`src/rtl/exirq_pkg.sv`:
```
package exirq_pkg;

   localparam int CTL_W      = 32;
   localparam int MAX_PINS   = 4;
   localparam int MASTER_BIT = 12;
   localparam int CRIT_BIT   = 0;

   typedef enum logic [1:0] {
      SNS_LVL_HI = 2'd0,
      SNS_RISE   = 2'd1,
      SNS_FALL   = 2'd2,
      SNS_LVL_LO = 2'd3
   } sense_e;

   // Low bit of the 2-bit sense field of pin n.
   function automatic int sense_lo(input int n);
      return 22 - 2 * n;
   endfunction

   function automatic int en_pos(input int n);
      return 11 - n;
   endfunction

   function automatic int clr_pos(input int n);
      return 27 - n;
   endfunction

   function automatic logic is_edge(input sense_e s);
      return (s == SNS_RISE) || (s == SNS_FALL);
   endfunction

endpackage

```
`src/rtl/exirq_sync.sv`:
```
module exirq_sync #(
   parameter int STAGES = 2
) (
   input  logic clk,
   input  logic rst_n,
   input  logic d,
   output logic q
);

   if (STAGES < 2) begin : g_bad_stages
      $error("exirq_sync: STAGES must be at least 2");
   end

   logic [STAGES-1:0] chain_q;

   always_ff @(posedge clk or negedge rst_n) begin
      if (!rst_n) chain_q <= '0;
      else        chain_q <= {chain_q[STAGES-2:0], d};
   end

   assign q = chain_q[STAGES-1];

endmodule

```
`src/rtl/exirq_ctl_reg.sv`:
```
module exirq_ctl_reg
   import exirq_pkg::*;
#(
   parameter int NPINS = 4
) (
   input  logic                   clk,
   input  logic                   rst_n,
   input  logic                   we,
   input  logic [CTL_W-1:0]       wdata,
   output logic [CTL_W-1:0]       rdata,
   output logic [NPINS-1:0][1:0]  sense_o,
   output logic [NPINS-1:0]       en_o,
   output logic                   master_o,
   output logic                   crit_o,
   output logic [NPINS-1:0]       clr_o
);

   logic [NPINS-1:0][1:0] sense_q;
   logic [NPINS-1:0]      en_q;
   logic                  master_q;
   logic                  crit_q;

   // Bits outside the defined fields are not stored.
   logic unused_wbits;
   assign unused_wbits = ^wdata;

   always_ff @(posedge clk or negedge rst_n) begin
      if (!rst_n) begin
         sense_q  <= '0;
         en_q     <= '0;
         master_q <= 1'b0;
         crit_q   <= 1'b0;
      end else if (we) begin
         for (int n = 0; n < NPINS; n++) begin
            sense_q[n] <= wdata[sense_lo(n) +: 2];
            en_q[n]    <= wdata[en_pos(n)];
         end
         master_q <= wdata[MASTER_BIT];
         crit_q   <= wdata[CRIT_BIT];
      end
   end

   // Clear bits are a one-cycle pulse, never stored.
   always_comb begin
      for (int n = 0; n < NPINS; n++) begin
         clr_o[n] = we & wdata[clr_pos(n)];
      end
   end

   always_comb begin
      rdata = '0;
      for (int n = 0; n < NPINS; n++) begin
         rdata[sense_lo(n) +: 2] = sense_q[n];
         rdata[en_pos(n)]        = en_q[n];
      end
      rdata[MASTER_BIT] = master_q;
      rdata[CRIT_BIT]   = crit_q;
   end

   assign sense_o  = sense_q;
   assign en_o     = en_q;
   assign master_o = master_q;
   assign crit_o   = crit_q;

   // a write lands in the read-back value on the next cycle
   a_r7_master_readback: assert property (@(posedge clk) disable iff (!rst_n)
      we |=> (rdata[MASTER_BIT] == $past(wdata[MASTER_BIT])));

endmodule

```
`src/rtl/exirq_pin.sv`:
```
module exirq_pin
   import exirq_pkg::*;
#(
   parameter int SYNC_STAGES = 2
) (
   input  logic       clk,
   input  logic       rst_n,
   input  logic       pin_async,
   input  logic [1:0] sense,
   input  logic       clr,
   output logic       req_raw
);

   logic   lvl;
   logic   prev_q;
   logic   latch_q;
   logic   latch_d;
   logic   edge_hit;
   logic   edge_mode;
   sense_e mode;

   exirq_sync #(.STAGES(SYNC_STAGES)) u_sync (
      .clk   (clk),
      .rst_n (rst_n),
      .d     (pin_async),
      .q     (lvl)
   );

   assign mode      = sense_e'(sense);
   assign edge_mode = is_edge(mode);

   always_comb begin
      case (mode)
         SNS_RISE: edge_hit = lvl & ~prev_q;
         SNS_FALL: edge_hit = ~lvl & prev_q;
         default:  edge_hit = 1'b0;
      endcase
   end

   // A new edge wins over a clear written in the same cycle.
   always_comb begin
      if (!edge_mode)    latch_d = 1'b0;
      else if (edge_hit) latch_d = 1'b1;
      else if (clr)      latch_d = 1'b0;
      else               latch_d = latch_q;
   end

   always_ff @(posedge clk or negedge rst_n) begin
      if (!rst_n) begin
         prev_q  <= 1'b0;
         latch_q <= 1'b0;
      end else begin
         prev_q  <= lvl;
         latch_q <= latch_d;
      end
   end

   always_comb begin
      case (mode)
         SNS_LVL_HI: req_raw = lvl;
         SNS_LVL_LO: req_raw = ~lvl;
         default:    req_raw = latch_q;
      endcase
   end

   // a set latch holds while no clear arrives
   a_r3_sticky: assert property (@(posedge clk) disable iff (!rst_n)
      (edge_mode && latch_q && !clr) |=> latch_q);

   // edge together with clear leaves the latch set
   a_r8_set_wins: assert property (@(posedge clk) disable iff (!rst_n)
      (edge_hit && clr) |=> latch_q);

   // a clear with no competing edge empties the latch
   a_r4_clear: assert property (@(posedge clk) disable iff (!rst_n)
      (edge_mode && clr && !edge_hit) |=> !latch_q);

   // level modes keep the latch empty
   a_r2_level_no_latch: assert property (@(posedge clk) disable iff (!rst_n)
      !edge_mode |=> !latch_q);

endmodule

```
`src/rtl/ext_irq_cond.sv`:
```
module ext_irq_cond
   import exirq_pkg::*;
#(
   parameter int NPINS       = 4,
   parameter int SYNC_STAGES = 2
) (
   input  logic              clk,
   input  logic              rst_n,
   input  logic [NPINS-1:0]  pin_in,
   input  logic              reg_we,
   input  logic [31:0]       reg_wdata,
   output logic [31:0]       reg_rdata,
   output logic [NPINS-1:0]  irq_req,
   output logic              crit_normal
);

   if (NPINS < 1 || NPINS > MAX_PINS) begin : g_bad_npins
      $error("ext_irq_cond: NPINS must be between 1 and 4");
   end

   logic [NPINS-1:0][1:0] sense;
   logic [NPINS-1:0]      en;
   logic [NPINS-1:0]      clr;
   logic [NPINS-1:0]      raw;
   logic                  master;

   exirq_ctl_reg #(.NPINS(NPINS)) u_ctl (
      .clk      (clk),
      .rst_n    (rst_n),
      .we       (reg_we),
      .wdata    (reg_wdata),
      .rdata    (reg_rdata),
      .sense_o  (sense),
      .en_o     (en),
      .master_o (master),
      .crit_o   (crit_normal),
      .clr_o    (clr)
   );

   for (genvar n = 0; n < NPINS; n++) begin : g_pin
      exirq_pin #(.SYNC_STAGES(SYNC_STAGES)) u_pin (
         .clk       (clk),
         .rst_n     (rst_n),
         .pin_async (pin_in[n]),
         .sense     (sense[n]),
         .clr       (clr[n]),
         .req_raw   (raw[n])
      );

      assign irq_req[n] = raw[n] & en[n] & master;

      // a disabled pin never requests
      a_r5_enable_gate: assert property (@(posedge clk) disable iff (!rst_n)
         !reg_rdata[en_pos(n)] |-> !irq_req[n]);
   end

   // master enable off silences every line
   a_r6_master_gate: assert property (@(posedge clk) disable iff (!rst_n)
      !reg_rdata[MASTER_BIT] |-> (irq_req == '0));

endmodule

```
`config.mk`:
```
export PLATFORM = sky130hd
export DESIGN_NAME = ext_irq_cond
export DESIGN_NICKNAME = d
export VERILOG_FILES = /design/src/rtl/exirq_pkg.sv /design/src/rtl/exirq_sync.sv /design/src/rtl/exirq_ctl_reg.sv /design/src/rtl/exirq_pin.sv /design/src/rtl/ext_irq_cond.sv
export SDC_FILE = /design/constraint.sdc
export NUM_CORES = 1
export LEC_CHECK = 0
export BUFFER_PORTS_ARGS = -buffer_cell sky130_fd_sc_hd__buf_2
export CELL_PAD_IN_SITES_DETAIL_PLACEMENT = 0
export CELL_PAD_IN_SITES_GLOBAL_PLACEMENT = 1
export CORE_UTILIZATION = 32
export CTS_CLUSTER_DIAMETER = 200
export CTS_CLUSTER_SIZE = 25
export DETAILED_ROUTE_END_ITERATION = 10
export GPL_TIMING_DRIVEN = 0
export PLACE_DENSITY = 0.78
export SYNTH_ARGS = -nofsm -noshare
export SYNTH_HDL_FRONTEND = slang
export SYNTH_SLANG_ARGS = --single-unit
```
`constraint.sdc`:
```
create_clock -name clk -period 1.5 [get_ports clk]
set_input_delay 0.075 -clock clk [delete_from_list [all_inputs] [get_ports clk]]
set_output_delay 0.075 -clock clk [all_outputs]
set_load 0.005 [all_outputs]
```
**Yosys cells after proc, flatten, opt, wreduce, memory -nomap -nowiden**

Index checks and enable logic that the tools add are counted.
W data, S select, Z words.

- Register bits after elaboration: 30
- Input bits: 39
- Word-level logic and storage cells: 91

- Equality and inequality tests: 16
- Multiplexer cells: 20
- Bitwise operators: 28
- Reductions and logical operators: 8

Operator list:

| cell | number |
|---|---|
| $and A1 B1 Y1 | 20 |
| $eq A2 B2 Y1 const B | 8 |
| $pmux W1 S2 | 8 |
| $mux W1 | 12 |
| $ne A3 B1 Y1 const B | 4 |
| $eq A2 B1 Y1 const B | 4 |
| $logic_not A2 Y1 | 4 |
| $not A1 Y1 | 8 |
| $logic_or A1 B1 Y1 | 4 |

**Depth between registers and ports, before layout**

Gate-level depths: netlist of run 1.

- Word-level depth: 5
- Mapped depth: 4

**Cells and area by module**

A second synthesis of run 1 with hierarchy kept.

- Cells, all modules: 139
- Area total of the unflattened synthesis: 1686.6 µm²

By module, submodules not included:

| module | times used | cells each | area each (µm²) | seq. area each (µm²) |
|---|---|---|---|---|
| exirq_ctl_reg | 1 | 67 | 835.8 | 350.3 |
| exirq_pin | 4 | 15 | 156.4 | 50.0 |
| exirq_sync | 4 | 2 | 50.0 | 50.0 |
| ext_irq_cond | 1 | 4 | 25.0 | 0.0 |

**Least setup slack after synthesis of run 1**

No wires, ideal clock.

- Kind: flip-flop to output port
- Start point: register u_ctl.sense_q (netlist bit u_ctl.rdata[22])
- End point: output irq_req[0]
- Arrival time: 1.153 ns
- Required time: 1.425 ns
- Path slack: 0.272 ns
- Cell stages (with the launch flop): 5
- Buffers on the path: 0
- Path through: dfrtp_1 > inv_1 > ha_1 > mux2_1 > o2111a_1

- Cells in the longest elaborated chain, start to end: 4
- Elaborated cells between the ends (all ways): 5
- Classes of those cells: eq/ne: 1; mux: 1; bitwise: 2; reduce/logical: 1

Ends and longest elaborated chain:

| item | line | RTL |
|---|---|---|
| start, declared | exirq_ctl_reg.sv:18 | `logic [NPINS-1:0][1:0] sense_q;` |
| start signal, assigned by index | exirq_ctl_reg.sv:35 | `sense_q[n] <= wdata[sense_lo(n) +: 2];` |
| $eq A2 B2 Y1 / $logic_not A2 Y1 (equally long branches) | exirq_pin.sv:59 | `case (mode)` |
| $pmux W1 S2 (*) | exirq_pin.sv:59 |  |
| $and A1 B1 Y1 (*) (2 in series) | ext_irq_cond.sv:50 | `assign irq_req[n] = raw[n] & en[n] & master;` |
| end, declared | ext_irq_cond.sv:13 | `output logic [NPINS-1:0] irq_req,` |

Mark *: on every way between the ends. The rest lies on a longest branch, timed or not.

**Worst setup path in the final report of run 1**

- Start point: register u_ctl.sense_q (netlist bit u_ctl.rdata[19])
- End point: output irq_req[2]

Same word-level chain as after synthesis.

==> reports/qor.log, run 1 <==
INFO  sta            final.period_utilization=1.06
INFO  synthesis      synth-seq-area-share=0.477
INFO  power          standby_leakage_power=1.25nW
INFO  sta            timing.slew.headroom=0.555
INFO  sta            report.final.hold_viol_count=0
INFO  clock_tree     ctsRootBufferMaster=sky130_fd_sc_hd__clkbuf_8
INFO  placement      place_hpwl=2060um
INFO  synthesis      ys.warnings.count=0
INFO  route          routed_wl=3080um
INFO  route          initialDrtViolationCount=22
INFO  min_path       hold_path_class=primary input to flop
INFO  die            rows=25
INFO  sta            fin_hold_ws=11.6ps
INFO  placement      post-place-ws=107ps
INFO  outcome        violations=setup timing
INFO  outcome        status=finished, violations left
INFO  sta            timing.setup.tns=-346ps
INFO  global_routing grt_most_used_layer=met2
INFO  die            die_area=5210squm
INFO  worst_setup_path required_worst_endpoint=1420ps
INFO  sta            max_clock_freq=0.627GHz
INFO  placement      place.gp.congestion=0.715
INFO  clock_tree     clkSinkCount=30
INFO  clock_tree     clock_tree_from_tritoncts=done
INFO  route          first_pass_iters=3
INFO  global_routing grt_util_met2=0.198
INFO  worst_setup_path worstPathArrival=1520ps
INFO  sta            grt_setup_unrepaired=yes
INFO  power          power.density_cell_area=868nW/um^2
INFO  worst_setup_path critPathLaunchType=flop
INFO  die            design.core.area=4720squm
INFO  die            initial_core_util=0.334
INFO  clock_tree     clk-insertion-delay-late=280ps
INFO  power          vdd_ir_drop_max=582uV
INFO  finish         nNetsFinal=281
INFO  worst_setup_path crit_path_max_fanout=4
INFO  die            io-pin-count=76
INFO  synthesis      synth_largest_area_cell=sky130_fd_sc_hd__dfrtp_1
INFO  global_routing antenna_found_initial=0
INFO  sta            slew_violations=0
INFO  synthesis      synthDistinctLibCells=17
INFO  clock_tree     numCtsBuffers=5
INFO  synthesis      netlist_top_cells_area=sky130_fd_sc_hd__dfrtp_1 (48%), sky130_fd_sc_hd__ha_1 (13%), sky130_fd_sc_hd__buf_4 (9.5%), sky130_fd_sc_hd__and3b_2 (5.1%), sky130_fd_sc_hd__mux2_4 (3.8%)
INFO  finish         ant_cells=0
INFO  synthesis      postSynthCellCount=128
INFO  global_routing gr-usage-all-layers=0.128
INFO  flow_run       max_cap_viol_count=0
INFO  finish         areaGrowthSynthToFinish=48.5%
INFO  synthesis      synth.ff_latch_count=30
INFO  sta            setup_viol_count_final=4
INFO  global_routing grt_first_pass_wirelength=4950um
INFO  die            chipHeight=72.2um
INFO  global_routing grt_util_met1=0.154
INFO  route          ant_nets=0
INFO  sta            final_period_minus_worst_setup_slack=1590ps
INFO  worst_setup_path timing.setup.critical_path_class=flop to output pin
INFO  global_routing globalRouteOverflowTotal=0
INFO  synthesis      synth_top_area_share=0.477
INFO  clock_tree     clk_pin_slew=60ps
INFO  die            die_outline_width=72.2um
INFO  sta            fin_skew=7.83ps
INFO  clock_tree     maximum_count_of_clock_buffers_along_a_single_path=2
INFO  route          routed-via-count=1,188
INFO  route          post_drt_via_cell_ratio=4.04
INFO  finish         post_route_cells_drive_above_1_share=0.564
INFO  synthesis      synth_area_per_cell=12.3squm
INFO  route          remaining_drc_errors=0
INFO  clock_tree     htree_num_levels=2
INFO  placement      numPortBuffers=42
INFO  global_routing first_global_vias=1,130
INFO  route          post_drt_wl_per_cell=10.5um
INFO  synthesis      post_synth_instance_area=1580squm
INFO  finish         fin_util=0.495
INFO  sta            final.setup.worst_slack=-93.9ps
INFO  global_routing maximum_number_of_pins_on_one_net_before_global_route_repair=31
INFO  sta            tightestPinTransition=668ps
INFO  global_routing groute.layer.met3.usage=0.0528
INFO  worst_setup_path cp-end-kind=output pin
==> sequential cells by signal (all words and copies together), names as in the netlist <==
signal	cells
u_ctl.rdata	8
u_ctl.en_o	4
u_ctl.master_o	1
g_pin.u_pin.u_sync.chain_q	8
g_pin.u_pin.prev_q	4
u_ctl.crit_o	1
g_pin.u_pin.latch_q	4
==> area by class of cell <==
class | instances | area [sq um]
Fill cell | 465 | 2380
Sequential cell | 30 | 751
Multi-Input combinational cell | 84 | 728
Timing Repair Buffer | 74 | 478
Buffer | 23 | 178
Clock buffer | 7 | 86.3
Tap cell | 67 | 83.8
Inverter | 8 | 30.0
Clock inverter | 1 | 5.00
==> metrics by stage <==
stage	total power, mW	instance area, sq um	std cells
detailed placement	1.27	1930	254
global route	2.16	2340	294
CTS	2.04	2290	289
finish	2.03	2340	294
floorplan	1.13	1640	145
global placement	1.26	1930	254
==> layer usage <==
metal,share of wire,vias up
met5,0,-
met4,0.020,0
met3,0.092,5
met2,0.44,53
met1,0.45,542
li1,-,588
==> synthesized netlist by cell type <==
library cell,n
sky130_fd_sc_hd__mux2_1,4
sky130_fd_sc_hd__inv_1,8
sky130_fd_sc_hd__mux2_2,2
sky130_fd_sc_hd__buf_4,20
sky130_fd_sc_hd__o31a_1,4
sky130_fd_sc_hd__conb_1,1
sky130_fd_sc_hd__buf_2,1
sky130_fd_sc_hd__a21boi_0,4
sky130_fd_sc_hd__nand2_1,8
sky130_fd_sc_hd__mux2_4,4
sky130_fd_sc_hd__buf_6,2
sky130_fd_sc_hd__dfrtp_1,30
sky130_fd_sc_hd__o21ai_0,8
sky130_fd_sc_hd__nand2b_1,4
sky130_fd_sc_hd__ha_1,16
sky130_fd_sc_hd__and3b_2,8
sky130_fd_sc_hd__o2111a_1,4
==> cells by family (layout without fill, tap and decap cells) <==
logic type | after synthesis | count (layout) | synth area share
adder cells (fa/ha/maj) | 16 | 16 | 0.127
AO/OA/AOI/OAI | 20 | 20 | 0.0953
flip-flops | 30 | 30 | 0.477
multiplexers | 10 | 10 | 0.0810
other | 1 | 18 | 0.00238
AND/OR/NAND/NOR | 20 | 20 | 0.0858
buffers and inverters | 31 | 113 | 0.132
==> worst max-delay path: stages (launching register included) <==
cell and delay (ps):
sky130_fd_sc_hd__dfrtp_1 420, sky130_fd_sc_hd__inv_2 60, sky130_fd_sc_hd__ha_2 160, sky130_fd_sc_hd__mux2_4 250, sky130_fd_sc_hd__o2111a_1 220, sky130_fd_sc_hd__buf_2 120
==> placed cells by master (no fill, tap or decap) <==
| master | synthesis | final |
|---|---|---|
| sky130_fd_sc_hd__o2111a_1 | 4 | 4 |
| sky130_fd_sc_hd__a21boi_0 | 4 | 4 |
| sky130_fd_sc_hd__ha_1 | 16 | 7 |
| sky130_fd_sc_hd__buf_4 | 20 | 41 |
| sky130_fd_sc_hd__clkinv_2 | 0 | 1 |
| sky130_fd_sc_hd__conb_1 | 1 | 18 |
| sky130_fd_sc_hd__o21ai_0 | 8 | 8 |
| sky130_fd_sc_hd__buf_6 | 2 | 2 |
| sky130_fd_sc_hd__clkbuf_1 | 0 | 1 |
| sky130_fd_sc_hd__ha_2 | 0 | 8 |
| sky130_fd_sc_hd__mux2_2 | 2 | 2 |
| sky130_fd_sc_hd__ha_4 | 0 | 1 |
| sky130_fd_sc_hd__mux2_4 | 4 | 8 |
| sky130_fd_sc_hd__nand2b_1 | 4 | 4 |
| sky130_fd_sc_hd__and3b_2 | 8 | 8 |
| sky130_fd_sc_hd__buf_2 | 1 | 43 |
| sky130_fd_sc_hd__nand2_1 | 8 | 8 |
| sky130_fd_sc_hd__dfrtp_1 | 30 | 30 |
| sky130_fd_sc_hd__o31a_1 | 4 | 4 |
| sky130_fd_sc_hd__dlygate4sd3_1 | 0 | 11 |
| sky130_fd_sc_hd__inv_2 | 0 | 8 |
| sky130_fd_sc_hd__clkbuf_8 | 0 | 6 |
==> path summary, 6_finish.rpt <==
kind,slack [ps],cells past startpoint,startpoint,to
worst max register to register,20,6,u_ctl.rdata[19],g_pin[2].u_pin.latch_q
min in group asynchronous,360,2,rst_n,u_ctl.rdata[18]
max in group asynchronous,700,2,rst_n,g_pin[3].u_pin.u_sync.chain_q[0]
worst max-delay path,-90,5,u_ctl.rdata[19],irq_req[2]
worst min-delay path,10,3,reg_wdata[22],u_ctl.rdata[22]
worst min register to register,340,0,g_pin[3].u_pin.u_sync.chain_q[0],g_pin[3].u_pin.u_sync.chain_q[1]
==> repair_timing <==
action | in CTS | in global routing
hold endpoints to repair | 40 | 0
setup endpoints to repair | 4 | 6
setup buffers | 16 | 6
resized for setup | 20 | 2
hold buffers | 11 | 0
pin swaps | 3 | 6
==> where the power goes <==
group | leakage [nW] | switching [mW] | internal (mW)
clock network | 0.0482 | 0.289 | 0.369
logic | 0.845 | 0.170 | 0.278
registers | 0.362 | 0.0541 | 0.871
No activity file was read; power rests on OpenSTA's default activity.
==> run 2: changes to the inputs <==
Settings changed: CORE_ASPECT_RATIO from default to 1.25, SLEW_MARGIN from default to 10.
==> run 2 against run 1 <==
Against the previous run: the flow still finishes with violations (setup timing); clock power fell by 10%; core utilization fell by 2.0 points; combinational power fell by 4%; largest cell class unchanged.
==> reports/qor.log, run 2 (synthesis gave the netlist of run 1 again) <==
INFO  outcome        status=finished, violations left
INFO  outcome        violations=setup timing
INFO  placement      numPortBuffers=42
INFO  worst_setup_path cp-end-kind=output pin
INFO  sta            fin_skew=0.941ps
INFO  die            design.core.area=4730squm
INFO  sta            timing.slew.headroom=0.549
INFO  clock_tree     ctsRootBufferMaster=sky130_fd_sc_hd__clkbuf_8
INFO  worst_setup_path crit_path_max_fanout=4
INFO  finish         post_route_cells_drive_above_1_share=0.558
INFO  global_routing globalRouteOverflowTotal=0
INFO  sta            final.setup.worst_slack=-83.7ps
INFO  sta            final.period_utilization=1.06
INFO  clock_tree     htree_num_levels=2
INFO  route          initialDrtViolationCount=27
INFO  global_routing maximum_number_of_pins_on_one_net_before_global_route_repair=31
INFO  route          ant_nets=0
INFO  worst_setup_path worstPathArrival=1510ps
INFO  placement      place.gp.congestion=0.731
INFO  clock_tree     clock_tree_from_tritoncts=done
INFO  sta            grt_setup_unrepaired=yes
INFO  die            die_outline_width=64.8um
INFO  route          highest_layer=met4
INFO  worst_setup_path critPathLaunchType=flop
INFO  power          vdd_ir_drop_max=501uV
INFO  finish         fin_util=0.476
INFO  power          standby_leakage_power=1.20nW
INFO  finish         fill_cells=468
INFO  global_routing antenna_found_initial=0
INFO  finish         nNetsFinal=270
INFO  route          routed-via-count=1,132
INFO  route          routed_wl=3180um
INFO  flow_run       max_cap_viol_count=0
INFO  sta            report.final.hold_viol_count=0
INFO  sta            setup_viol_count_final=4
INFO  finish         final_common_cell=sky130_fd_sc_hd__buf_2
INFO  sta            timing.setup.tns=-291ps
INFO  clock_tree     numCtsBuffers=5
INFO  finish         layout.cells.most_common_list=sky130_fd_sc_hd__buf_2 (43), sky130_fd_sc_hd__buf_4 (33), sky130_fd_sc_hd__dfrtp_1 (30), sky130_fd_sc_hd__conb_1 (18)
INFO  worst_setup_path required_worst_endpoint=1420ps
INFO  sta            max_clock_freq=0.631GHz
INFO  placement      place_hpwl=2140um
INFO  die            rows=28
INFO  clock_tree     maximum_count_of_clock_buffers_along_a_single_path=2
INFO  route          post_drt_via_cell_ratio=4.12
INFO  die            initial_core_util=0.333
INFO  finish         areaGrowthSynthToFinish=42.8%
INFO  sta            final_period_minus_worst_setup_slack=1580ps
INFO  route          remaining_drc_errors=0
INFO  route          post_drt_wl_per_cell=11.6um
INFO  sta            tightestPinTransition=676ps
INFO  die            chipHeight=80.4um
INFO  die            io-pin-count=76
INFO  clock_tree     clkSinkCount=30
INFO  die            die_area=5210squm
INFO  global_routing first_global_vias=1,156
INFO  global_routing grt_first_pass_wirelength=5220um
INFO  route          first_pass_iters=3
INFO  clock_tree     clk_pin_slew=60ps
INFO  power          power.density_cell_area=865nW/um^2
INFO  clock_tree     clk-insertion-delay-late=270ps
INFO  route          dr_wl_met3=113um
INFO  min_path       hold_path_class=primary input to flop
INFO  sta            slew_violations=0
INFO  finish         ant_cells=0
INFO  route          routed_met1_length=1330um
INFO  route          met2WireLength=1720um
INFO  global_routing gr-usage-all-layers=0.135
INFO  worst_setup_path timing.setup.critical_path_class=flop to output pin
-- run 2: layout make-up --
cell class / instances / area (sq um) / share of cell area
clock buffer: 7 / 76.3 / 0.0339
buffer: 23 / 178 / 0.0790
sequential: 30 / 751 / 0.334
tap: 60 / 75.1 / 0.0334
timing repair buffer: 63 / 389 / 0.173
inverter: 8 / 30.0 / 0.0133
multi-input combinational: 84 / 751 / 0.334
-- run 2: per-stage QoR --
step | setup WS, ps | hold WS (ps) | cell area [sq um] | instances | power, mW
floorplan | 272 | -221 | 1640 | 145 | 1.13
detailed placement | 114 | 149 | 1920 | 247 | 1.27
CTS | -119 | 0.635 | 2250 | 277 | 1.98
finish | -83.7 | 12.3 | 2250 | 275 | 1.95
global placement | 124 | 143 | 1920 | 247 | 1.26
global route | -160 | 13.9 | 2250 | 275 | 2.07
-- run 2: final timing paths --
| kind | slack, ps | from | to | depth (start not counted) |
|---|---|---|---|---|
| setup / recovery | -80 | u_ctl.rdata[20] | irq_req[1] | 5 |
| hold / removal | 10 | reg_wdata[22] | u_ctl.rdata[22] | 3 |
| setup reg to reg | 90 | u_ctl.rdata[19] | g_pin[2].u_pin.latch_q | 5 |
| hold reg to reg | 350 | g_pin[3].u_pin.u_sync.chain_q[0] | g_pin[3].u_pin.u_sync.chain_q[1] | 0 |
| max in group asynchronous | 670 | rst_n | u_ctl.rdata[22] | 2 |
| min in group asynchronous | 390 | rst_n | u_ctl.rdata[20] | 2 |
-- run 2: power breakdown --
group / switching [mW] / internal [mW]
combinational: 0.171 / 0.259
sequential: 0.0545 / 0.872
clock: 0.272 / 0.318
-- run 2: critical path: stages (launching register included) --
cell                       delay (ps)
sky130_fd_sc_hd__dfrtp_1          400
sky130_fd_sc_hd__inv_2             80
sky130_fd_sc_hd__ha_4             160
sky130_fd_sc_hd__mux2_4           250
sky130_fd_sc_hd__o2111a_1         230
sky130_fd_sc_hd__buf_2            130
-- run 2: repair_timing --
| item | in CTS | in global routing |
|---|---|---|
| setup endpoints to repair | 4 | 6 |
| pin swaps | 14 | 8 |
| buffers inserted | 16 | 2 |
| hold endpoints to repair | 36 | 0 |
| gates resized for setup | 26 | 2 |
| hold buffers | 7 | 0 |
-- run 2: routing by layer --
metal,GRT usage,vias to the layer above
li1,-,563
met5,0,-
met4,0.0556,0
met1,0.152,532
met3,0.0398,2
met2,0.235,35
